[src/rtl/strap_pkg.sv]
// Shared types for the power-up strap latch and test-mode selector.
// Assumes the output stage decodes the 2-bit mode exactly as listed here.
package strap_pkg;
    typedef enum logic [1:0] {
        MODE_NORMAL = 2'b00,
        MODE_HIZ    = 2'b01,
        MODE_REFDIV = 2'b10
    } out_mode_e;
endpackage

[src/rtl/strap_capture.sv]
// Transparent-until-lock capture of the configuration straps.
// Tracks the pins every edge until power-good is first seen high, captures at
// that edge and holds until reset. Assumes the pins are already synchronised.
module strap_capture #(
    parameter int FS_W = 3
) (
    input  logic            clk,
    input  logic            rst_n,
    input  logic            pg_i,
    input  logic            fs_hi_i,
    input  logic            fs_lo_i,
    input  logic [FS_W-2:0] fs_low_bits_i,
    input  logic            strap_stop_i,
    input  logic            strap_dbg_i,
    output logic            locked_o,
    output logic            hw_test_o,
    output logic [FS_W-1:0] fs_code_o,
    output logic            stop_q_o,
    output logic            dbg_q_o
);
    logic            locked_q;
    logic            hw_test_q;
    logic [FS_W-1:0] fs_code_q;
    logic            stop_q;
    logic            dbg_q;
    logic            fs_msb;

    // Three-level pin: above high threshold means test request, msb forced 0.
    always_comb fs_msb = fs_hi_i ? 1'b0 : fs_lo_i;

    // Follow the pins while open; close on the first edge with power-good.
    always_ff @(posedge clk) begin
        if (!rst_n) begin
            locked_q  <= 1'b0;
            hw_test_q <= 1'b0;
            fs_code_q <= '0;
            stop_q    <= 1'b0;
            dbg_q     <= 1'b0;
        end else if (!locked_q) begin
            locked_q  <= pg_i;
            hw_test_q <= fs_hi_i;
            fs_code_q <= {fs_msb, fs_low_bits_i};
            stop_q    <= strap_stop_i;
            dbg_q     <= strap_dbg_i;
        end
    end

    assign locked_o  = locked_q;
    assign hw_test_o = hw_test_q;
    assign fs_code_o = fs_code_q;
    assign stop_q_o  = stop_q;
    assign dbg_q_o   = dbg_q;

    AST_CAPTURE_HOLD: assert property (@(posedge clk) disable iff (!rst_n)
        locked_q |=> ($stable(fs_code_q) && $stable(stop_q) && $stable(dbg_q) && $stable(hw_test_q)));
    AST_LOCK_STICKY: assert property (@(posedge clk) disable iff (!rst_n)
        locked_q |=> locked_q);
    AST_LOCK_NEEDS_PG: assert property (@(posedge clk) disable iff (!rst_n)
        (!locked_q && !pg_i) |=> !locked_q);
endmodule

[src/rtl/test_mode_ctl.sv]
// One-shot test-mode entry and output-mode decode.
// Assumes locked_i and hw_test_i come from the strap capture and stay frozen
// after lock; only reset clears the register-entered test state.
module test_mode_ctl
    import strap_pkg::*;
(
    input  logic      clk,
    input  logic      rst_n,
    input  logic      pg_i,
    input  logic      locked_i,
    input  logic      hw_test_i,
    input  logic      tm_pin_i,
    input  logic      entry_i,
    input  logic      sel_i,
    output logic      test_active_o,
    output out_mode_e mode_o
);
    logic      sw_test_q;
    logic      sw_test_d;
    out_mode_e mode_d;
    out_mode_e mode_q;

    // Register entry counts only when locked and powered; it never clears.
    always_comb sw_test_d = sw_test_q | (locked_i & pg_i & entry_i);

    // Register source wins over the strap source; either forces test output.
    always_comb begin
        if (!pg_i || !locked_i)
            mode_d = MODE_NORMAL;
        else if (sw_test_d)
            mode_d = sel_i ? MODE_REFDIV : MODE_HIZ;
        else if (hw_test_i)
            mode_d = tm_pin_i ? MODE_REFDIV : MODE_HIZ;
        else
            mode_d = MODE_NORMAL;
    end

    // Hold the sticky entry flag and the registered output mode.
    always_ff @(posedge clk) begin
        if (!rst_n) begin
            sw_test_q <= 1'b0;
            mode_q    <= MODE_NORMAL;
        end else begin
            sw_test_q <= sw_test_d;
            mode_q    <= mode_d;
        end
    end

    assign test_active_o = locked_i & (hw_test_i | sw_test_q);
    assign mode_o        = mode_q;

    AST_TEST_STICKY: assert property (@(posedge clk) disable iff (!rst_n)
        test_active_o |=> test_active_o);
    AST_NORMAL_PG_LOW: assert property (@(posedge clk) disable iff (!rst_n)
        !pg_i |=> (mode_q == MODE_NORMAL));
    AST_MODE_IMPLIES_TEST: assert property (@(posedge clk) disable iff (!rst_n)
        (mode_q != MODE_NORMAL) |-> test_active_o);
    AST_SW_SEL_RULES: assert property (@(posedge clk) disable iff (!rst_n)
        (sw_test_q && pg_i) |=> (mode_q == ($past(sel_i) ? MODE_REFDIV : MODE_HIZ)));
    AST_MODE_LEGAL: assert property (@(posedge clk) disable iff (!rst_n)
        mode_q != 2'b11);
endmodule

[src/rtl/pwrup_strap_ctl.sv]
// Top of the power-up strap latch and test-mode selector.
// Captures straps at first power-good, derives pin-function enables and the
// frequency code, and drives the test output mode. Synchronous active-low reset.
module pwrup_strap_ctl
    import strap_pkg::*;
#(
    parameter int FS_W = 3
) (
    input  logic            clk,
    input  logic            rst_n,
    input  logic            pwr_good_i,
    input  logic            strap_stop_i,
    input  logic            strap_dbg_i,
    input  logic            fsel_hi_i,
    input  logic            fsel_lo_i,
    input  logic            fsel_b_i,
    input  logic            fsel_a_i,
    input  logic            tm_pin_i,
    input  logic            reg_test_entry_i,
    input  logic            reg_test_sel_i,
    output logic            locked_o,
    output logic [FS_W-1:0] freq_code_o,
    output logic            freq_rsvd_o,
    output logic            stop_in_en_o,
    output logic            extra_pair_en_o,
    output logic            dbg_pair_en_o,
    output logic            gp_pair_en_o,
    output logic            test_active_o,
    output logic [1:0]      out_mode_o
);
    localparam logic [FS_W-1:0] RSVD_CODE = {FS_W{1'b1}};

    logic            locked;
    logic            hw_test;
    logic [FS_W-1:0] fs_code;
    logic            stop_q;
    logic            dbg_q;
    out_mode_e       mode;

    strap_capture #(.FS_W(FS_W)) u_cap (
        .clk          (clk),
        .rst_n        (rst_n),
        .pg_i         (pwr_good_i),
        .fs_hi_i      (fsel_hi_i),
        .fs_lo_i      (fsel_lo_i),
        .fs_low_bits_i({fsel_b_i, fsel_a_i}),
        .strap_stop_i (strap_stop_i),
        .strap_dbg_i  (strap_dbg_i),
        .locked_o     (locked),
        .hw_test_o    (hw_test),
        .fs_code_o    (fs_code),
        .stop_q_o     (stop_q),
        .dbg_q_o      (dbg_q)
    );

    test_mode_ctl u_tm (
        .clk          (clk),
        .rst_n        (rst_n),
        .pg_i         (pwr_good_i),
        .locked_i     (locked),
        .hw_test_i    (hw_test),
        .tm_pin_i     (tm_pin_i),
        .entry_i      (reg_test_entry_i),
        .sel_i        (reg_test_sel_i),
        .test_active_o(test_active_o),
        .mode_o       (mode)
    );

    // Pin-function enables are complementary decodes of the captured straps.
    always_comb begin
        stop_in_en_o    = ~stop_q;
        extra_pair_en_o = stop_q;
        dbg_pair_en_o   = dbg_q;
        gp_pair_en_o    = ~dbg_q;
        freq_rsvd_o     = (fs_code == RSVD_CODE);
    end

    assign locked_o    = locked;
    assign freq_code_o = fs_code;
    assign out_mode_o  = mode;

    AST_PAIR_EXCLUSIVE: assert property (@(posedge clk) disable iff (!rst_n)
        $onehot({dbg_pair_en_o, gp_pair_en_o}) && $onehot({stop_in_en_o, extra_pair_en_o}));
endmodule

[config.mk]
export PLATFORM = sky130hd
export DESIGN_NAME = pwrup_strap_ctl
export DESIGN_NICKNAME = d
export VERILOG_FILES = /design/src/rtl/strap_pkg.sv /design/src/rtl/strap_capture.sv /design/src/rtl/test_mode_ctl.sv /design/src/rtl/pwrup_strap_ctl.sv
export SDC_FILE = /design/constraint.sdc
export NUM_CORES = 1
export LEC_CHECK = 0
export ABC_CLOCK_PERIOD_IN_PS = 1300
export CAP_MARGIN = 20
export CORE_MARGIN = 3
export CORE_UTILIZATION = 30
export DETAILED_ROUTE_END_ITERATION = 7
export PLACE_DENSITY = 0.67
export SLEW_MARGIN = 10
export SYNTH_ARGS = -nofsm -noshare
export SYNTH_HDL_FRONTEND = slang
export SYNTH_SLANG_ARGS = --single-unit
[constraint.sdc]
create_clock -name clk -period 1.3 [get_ports clk]
set_input_delay 0.26 -clock clk [delete_from_list [all_inputs] [get_ports clk]]
set_output_delay 0.26 -clock clk [all_outputs]
set_load 0.02 [all_outputs]
# Word level (Yosys, flattened, before mapping)
# Index checks and enable logic that the tools add are counted.
[classes] n_eq_ne=1 mux=6 bitwise=8 n_reduce_logical=4
[ops] op="two-way mux 2 bit" count=4
[ops] op="bitwise AND 1 bit" count=3
[ops] op="== test 3 bit, second input constant" count=1
[ops] op="inverter 1 bit" count=3
[ops] op="zero test 1 bit" count=2
[ops] op="two-way mux 1 bit" count=2
[ops] op="bitwise OR 1 bit" count=2
[ops] op="OR reduction 2 bit" count=1
[ops] op="logical OR 1 bit" count=1
[word_totals] regBits=10 in_bits=12 out_inout_bits=12 word_cells=26

# Depth between registers and ports, before layout
# Gate-level depths: netlist of the first run.
[logic_depth] depth_word=4 ltp_mapped=3

# Modules after synthesis
# A second synthesis of the first run with hierarchy kept.
[unflattened] cells_unflattened=38 hier_area_um2=404.1
[by_module_without_submodules] mod="strap_capture" instances=1 cells_each=22 area_each_um2=261.5 seq_area_each_um2=140.1
[by_module_without_submodules] mod="test_mode_ctl" instances=1 cells_each=13 area_each_um2=128.9 seq_area_each_um2=60.1
[by_module_without_submodules] mod="pwrup_strap_ctl" instances=1 cells_each=3 area_each_um2=13.8 seq_area_each_um2=0.0

# Least setup slack after synthesis of the first run
# Ideal clock, no wire load.
[synth_timing] kind="reg-to-output" startpoint="register u_cap.locked_q, in the netlist u_cap.locked_o" endpoint="output test_active_o" arrival_ns=0.937 required_time_ns=1.040 path_slack_ns=0.103 path_stages_with_launch=3 path_buffers=1 path_cell_list="dfxtp_1 buf_2 o21a_1"
[synth_via] elab_chain_len=1
[synth_rtl] element="from (decl)" line="strap_capture.sv:21" source="logic locked_q;"
[synth_rtl] element="from (signal assigned)" line="strap_capture.sv:40" source="locked_q <= pg_i;"
[synth_rtl] element="bitwise AND 1 bit" line="test_mode_ctl.sv:49" source="assign test_active_o = locked_i & (hw_test_i | sw_test_q);"
[synth_rtl] element="to (decl)" line="pwrup_strap_ctl.sv:28" source="output logic test_active_o,"
# Every way passes these cells.

# Worst setup path in the final report of the first run
[layout_timing] startpoint="register u_cap.stop_q, in the netlist u_cap.stop_q_o" endpoint="output stop_in_en_o"
[layout_via] elab_chain_len=1
[layout_rtl] element="from (decl)" line="strap_capture.sv:24" source="logic stop_q;"
[layout_rtl] element="from (signal assigned)" line="strap_capture.sv:43" source="stop_q <= strap_stop_i;"
[layout_rtl] element="inverter 1 bit" line="pwrup_strap_ctl.sv:71" source="stop_in_en_o = ~stop_q;"
[layout_rtl] element="to (decl)" line="pwrup_strap_ctl.sv:24" source="output logic stop_in_en_o,"
# Every way passes these cells.

==> results_dict.tcl, run 1 <==
set metrics [dict create \
    status "completed" \
    totalWireLength_um 958 \
    postSynthAreaPerCell_um2 10.4 \
    cts_sinks 10 \
    relSlewSlack 0.853 \
    cts_tree "built" \
    start_util 0.339 \
    portBuffers 23 \
    post-route-period-util 0.951 \
    fillCellCount 117 \
    grt_pass1_wl_mm 1.64 \
    finalSetupViolCount 0 \
    hold_viol_final 0 \
    fin_cells 86 \
    peakVddDrop_v 0.000578 \
    cp.arrival_ps 980 \
    area_growth_pct 77.9 \
    drt-wirelength-per-cell_um 11.1 \
    required_ps 1040 \
    clock_latency_ps 260 \
    tightest_slew_ps 221 \
    dp_hpwl_um 727 \
    drtIter0Drc 0 \
    hold_class "reg -> reg" \
    path_class "reg -> out" \
    clkTransAtPathRegs_ps 70 \
    yosys_warnings 0 \
    fin_crit_ps 1240 \
    finalWorstSetupSlack_ps 63.5 \
    die_x_um 42.4 \
    cts-root-buf "clkbuf_4" \
    finClkSkew_ps 5.10 \
    syn_inst 38 \
    p_leak_nw 0.321 \
    ys_types 17 \
    fmax_ghz 0.809 \
    h-tree-depth 1 \
    cts_made_buffers 3 \
    slew_viol_final 0 \
    num_vias 396 \
    reg2reg_depth 3 \
    antenna_left 0 \
    diodes 0 \
    syn_nets 50 \
    grt_use_total 0.126 \
    avgViaCountPerCell 4.60 \
    ys_ff_latch 10 \
    pre_cts_slack_ps -122 \
    cts_buffer_depth 2 \
    coreArea_um2 1170 \
    num_io_pins 24 \
    nets 86 \
    seq_area_um2 201 \
    drive_above_1_share 0.236 \
    endpoint_kind "output port" \
    totalPowerFinal_mw 0.696 \
    seq_area_frac_synth 0.505 \
    multiInputGateArea_um2 184 \
    routabilityCongestion 0.655 \
    first_global_vias 399 \
    crit_path_max_fanout 3 \
    detail_route.first_pass.iterations 1 \
    antenna_found_initial 0 \
    rsz0062_at_grt "false" \
    maxCapViolCount 0 \
    drc 0 \
    r2r_setup_slack_ps 90 \
    chipHeight_um 42.4 \
    holdPathStages 2 \
    rows 12 \
    die_area_um2 1790 \
    placedCellCount 83 \
    synth_area_um2 397 \
    p_per_area_nw_per_um2 987 \
    grt_overflow 0 \
    grt_max_degree 8 \
    start_kind "flip-flop" \
    cts.hold.buffers_added 0 \
]
==> cells by family (layout without fill, tap and decap cells) <==
logic type | count (synthesis) | in the layout | share of synthesized area
buffers and inverters | 3 | 37 | 0.0315
AO/OA/AOI/OAI | 8 | 8 | 0.129
multiplexers | 5 | 5 | 0.126
AND/OR/NAND/NOR | 12 | 12 | 0.208
flip-flops | 10 | 10 | 0.505
==> cells in the mapped netlist (all sizes together) <==
cell | number | area (um2)
or3b | 1 | 8.76
nand4bb | 1 | 11.3
a21oi | 2 | 10.0
nor2b | 6 | 37.5
a31oi | 1 | 6.26
and3 | 1 | 6.26
or4b | 1 | 10.0
o21bai | 1 | 7.51
nand3 | 1 | 5.00
nand2 | 1 | 3.75
o21ai | 1 | 5.00
mux2i | 5 | 50.1
inv | 2 | 7.51
a21boi | 1 | 7.51
o21a | 2 | 15.0
buf | 1 | 5.00
dfxtp | 10 | 200
==> repair_timing <==
item | 4_1_cts | 5_1_grt
gates resized for setup | 16 | 6
setup endpoints to repair | 12 | 5
buffers inserted | 0 | 0
==> layout make-up <==
cell class | instances | share of cell area
Clock buffer | 3 | 0.0319
Inverter | 2 | 0.0106
Multi-Input combinational cell | 25 | 0.261
Sequential cell | 10 | 0.285
Tap cell | 14 | 0.0248
Timing Repair Buffer | 32 | 0.387
==> worst max-delay path: stages (launching register included) <==
cell           delay [ps]
dfxtp_1               360
inv_1                  40
dlygate4sd2_1         310
==> path summary, 6_finish.rpt <==
path	from	endpoint
setup reg to reg	u_cap.locked_o$_SDFF_PN0_	u_cap.fs_code_o[2]$_SDFFE_PN0N_
setup / recovery	u_cap.stop_q_o$_SDFFE_PN0N_	stop_in_en_o
hold / removal	u_cap.fs_code_o[0]$_SDFFE_PN0N_	u_cap.fs_code_o[0]$_SDFFE_PN0N_
hold reg to reg	u_cap.fs_code_o[0]$_SDFFE_PN0N_	u_cap.fs_code_o[0]$_SDFFE_PN0N_
==> per-stage QoR <==
step                hold slack [ps]  instance area [um2]  utilization  TNS [ps]
finish                          547                  706        0.603         0
CTS                             559                  719        0.614         0
floorplan                       370                  397            -         0
global route                    574                  706        0.603         0
global placement                537                  707        0.604      -242
detailed placement              551                  707        0.604      -297
==> flip-flops by register name (all words and copies together), names as in the netlist <==
signal	flops
u_tm.sw_test_q	1
u_cap.dbg_q_o	1
u_cap.hw_test_o	1
u_cap.locked_o	1
u_tm.mode_o	2
u_cap.fs_code_o	3
u_cap.stop_q_o	1
==> routing by layer <==
layer / vias to the layer above / GRT usage / routed length, um
met2: 14 / 0.173 / 446
met1: 178 / 0.152 / 428
li1: 202 / - / -
met5: - / 0 / 0
met3: 2 / 0.0815 / 68
met4: 0 / 0.0559 / 14
==> report_power, final <==
part	internal (mW)	switching (mW)
combinational	0.0879	0.0643
sequential	0.324	0.0101
clock	0.107	0.103
total	0.518	0.178
==> placed cells by master, fill, tap and decap left out <==
cell,n
clkbuf_4,3
inv_1,2
nand2_1,1
o21ai_0,1
dfxtp_2,1
mux2i_1,5
nand3_1,1
or3b_2,1
a21oi_1,2
clkdlybuf4s15_1,1
o21a_1,2
a31oi_1,1
and3_1,1
or4b_1,1
nand4bb_1,1
nor2b_1,6
dlygate4sd2_1,8
buf_2,2
buf_4,9
clkdlybuf4s50_1,11
o21bai_1,1
dfxtp_1,9
a21boi_0,1
clkbuf_2,1
Note: power is estimated with default switching activity, not from simulation.
==> run 2: changes to the inputs <==
- CORE_MARGIN: 3 -> unset
==> run 2 against run 1 <==
Global-route usage up 1.7 points. Utilization up 0.75 points. First-iteration DRC count up 3. Register-to-register slack better by 20 ps. Worst setup slack worse by 2.9 ps. Fmax down 0.24%. Final cell count up 1.2%. Via count down 2.5%. Final area up 1.2%. Die area down 18%. Sequential cell count unchanged. Critical endpoint is now freq_code_o[0].
==> results_dict.tcl, run 2 (synthesis results as in run 1) <==
set metrics [dict create \
    status "completed" \
    internal-power_mw 0.521 \
    p_sw_frac 0.252 \
    antenna_found_initial 0 \
    nets 87 \
    p_leak_nw 0.323 \
    cpLargestDelayFamily "buffers and inverters" \
    num_vias 386 \
    start_kind "flip-flop" \
    drive_above_1_share 0.247 \
    rsz0062_at_grt "false" \
    clkTransAtPathRegs_ps 60 \
    detail_route.first_pass.iterations 2 \
    routabilityCongestion 0.666 \
    crit_path_max_fanout 2 \
    cp_slowest_cell "dfxtp_1" \
    layout_common_cells "11 x clkdlybuf4s50_1, 10 x buf_4, 9 x dfxtp_1" \
    cp_cell_sequence "buf_4, clkdlybuf4s15_1" \
    met1_usage 0.175 \
    grt_use_met2 0.203 \
    cts.hold.buffers_added 0 \
    cts_sinks 10 \
    post-route-period-util 0.953 \
    h-tree-depth 1 \
    p_seq_frac 0.479 \
    avgViaCountPerCell 4.44 \
    rows 12 \
    p_clk_frac 0.298 \
    portBuffers 23 \
    tightest_slew_ps 217 \
    path_class "reg -> out" \
    endpoint_kind "output port" \
    hold_class "reg -> reg" \
    maxCapViolCount 0 \
    totalPowerFinal_mw 0.696 \
    slew_viol_final 0 \
    cp_slowest_stage_delay_ps 330 \
    r2r_setup_slack_ps 110 \
    chipHeight_um 38.4 \
    cts_made_buffers 3 \
    setup_tns_ps 0 \
    p_comb_frac 0.223 \
    peakVddDrop_v 0.000516 \
    whs_ps 552 \
    use_met3 0.0349 \
    cts_buffer_depth 2 \
    largest_reg_flops 3 \
    start_util 0.339 \
    fmax_ghz 0.807 \
    hold_viol_final 0 \
    cts_setup_buffers 0 \
    grt_busiest_layer "met2" \
    diodes 0 \
    final_common_cell "clkdlybuf4s50_1" \
    num_io_pins 24 \
    dp_hpwl_um 727 \
    grt_overflow 0 \
    drc 0 \
    cp_num_buf_inv 2 \
    coreArea_um2 1170 \
    cp.arrival_ps 980 \
    finalSetupViolCount 0 \
    required_ps 1040 \
    die_x_um 38.4 \
    antenna_left 0 \
    area_growth_pct 80.1 \
    clock_latency_ps 260 \
    totalWireLength_um 906 \
    grt_use_total 0.143 \
    p_sw_mw 0.175 \
    drt-wirelength-per-cell_um 10.4 \
    cts_tree "built" \
    first_global_vias 342 \
    relSlewSlack 0.856 \
    finClkSkew_ps 3.97 \
    cts-root-buf "clkbuf_4" \
    p_per_area_nw_per_um2 975 \
    drtIter0Drc 3 \
    grt_max_degree 7 \
    fin_crit_ps 1240 \
    grt_pass1_wl_mm 1.37 \
    die_area_um2 1470 \
]
run 2: cell types whose count changed in the layout (fill, tap and decap cells not counted), sizes merged:
cell | before | now
dlygate4sd2 | 8 | 7
buf | 11 | 12
clkdlybuf4s15 | 1 | 2
run 2: cell type report:
class	count	area [um2]
clock buffer	3	22.5
fill	115	457
inverter	2	7.51
multi-input combinational	25	184
sequential	10	201
tap	14	17.5
timing repair buffer	33	282
run 2: worst paths after layout:
| check | startpoint | end | depth (start not counted) |
|---|---|---|---|
| setup / recovery | u_cap.fs_code_o[0]$_SDFFE_PN0N_ | freq_code_o[0] | 2 |
| hold / removal | u_cap.dbg_q_o$_SDFFE_PN0N_ | u_cap.dbg_q_o$_SDFFE_PN0N_ | 2 |
| setup reg to reg | u_cap.locked_o$_SDFF_PN0_ | u_cap.fs_code_o[2]$_SDFFE_PN0N_ | 3 |
| hold reg to reg | u_cap.dbg_q_o$_SDFFE_PN0N_ | u_cap.dbg_q_o$_SDFFE_PN0N_ | 2 |
run 2: power groups by stage:
| stage | registers [mW] | logic, mW | clock network [mW] |
|---|---|---|---|
| finish | 0.333 | 0.155 | 0.208 |
| global placement | 0.339 | 0.169 | 0 |
| CTS | 0.333 | 0.158 | 0.219 |
| global route | 0.335 | 0.165 | 0.237 |
| floorplan | 0.357 | 0.0475 | 0 |
| detailed placement | 0.340 | 0.170 | 0 |
run 2: per-stage QoR:
step / setup WS [ps] / instances / util / cell area, um2
CTS: 15.2 / 87 / 0.622 / 728
floorplan: 103 / 38 / - / 397
global placement: -81.6 / 84 / 0.610 / 714
global route: 0.687 / 87 / 0.610 / 714
finish: 60.6 / 87 / 0.610 / 714
detailed placement: -98.0 / 84 / 0.610 / 714
run 2: repair_timing:
action | 4_1_cts | 5_1_grt
setup endpoints to repair | 12 | 5
endpoints found under the hold margin | 0 | 0
gates resized for setup | 17 | 6
run 2: worst reg2reg max path: stages (launching register included):
cell,delay [ps]
dfxtp_2,340
buf_4,160
or3b_2,450
a21boi_0,160
run 2: metal layers:
metal | routed length, um | up-vias
met5 | 0 | -
met4 | 11 | 0
met3 | 56 | 2
met2 | 389 | 14
met1 | 448 | 167
li1 | - | 203
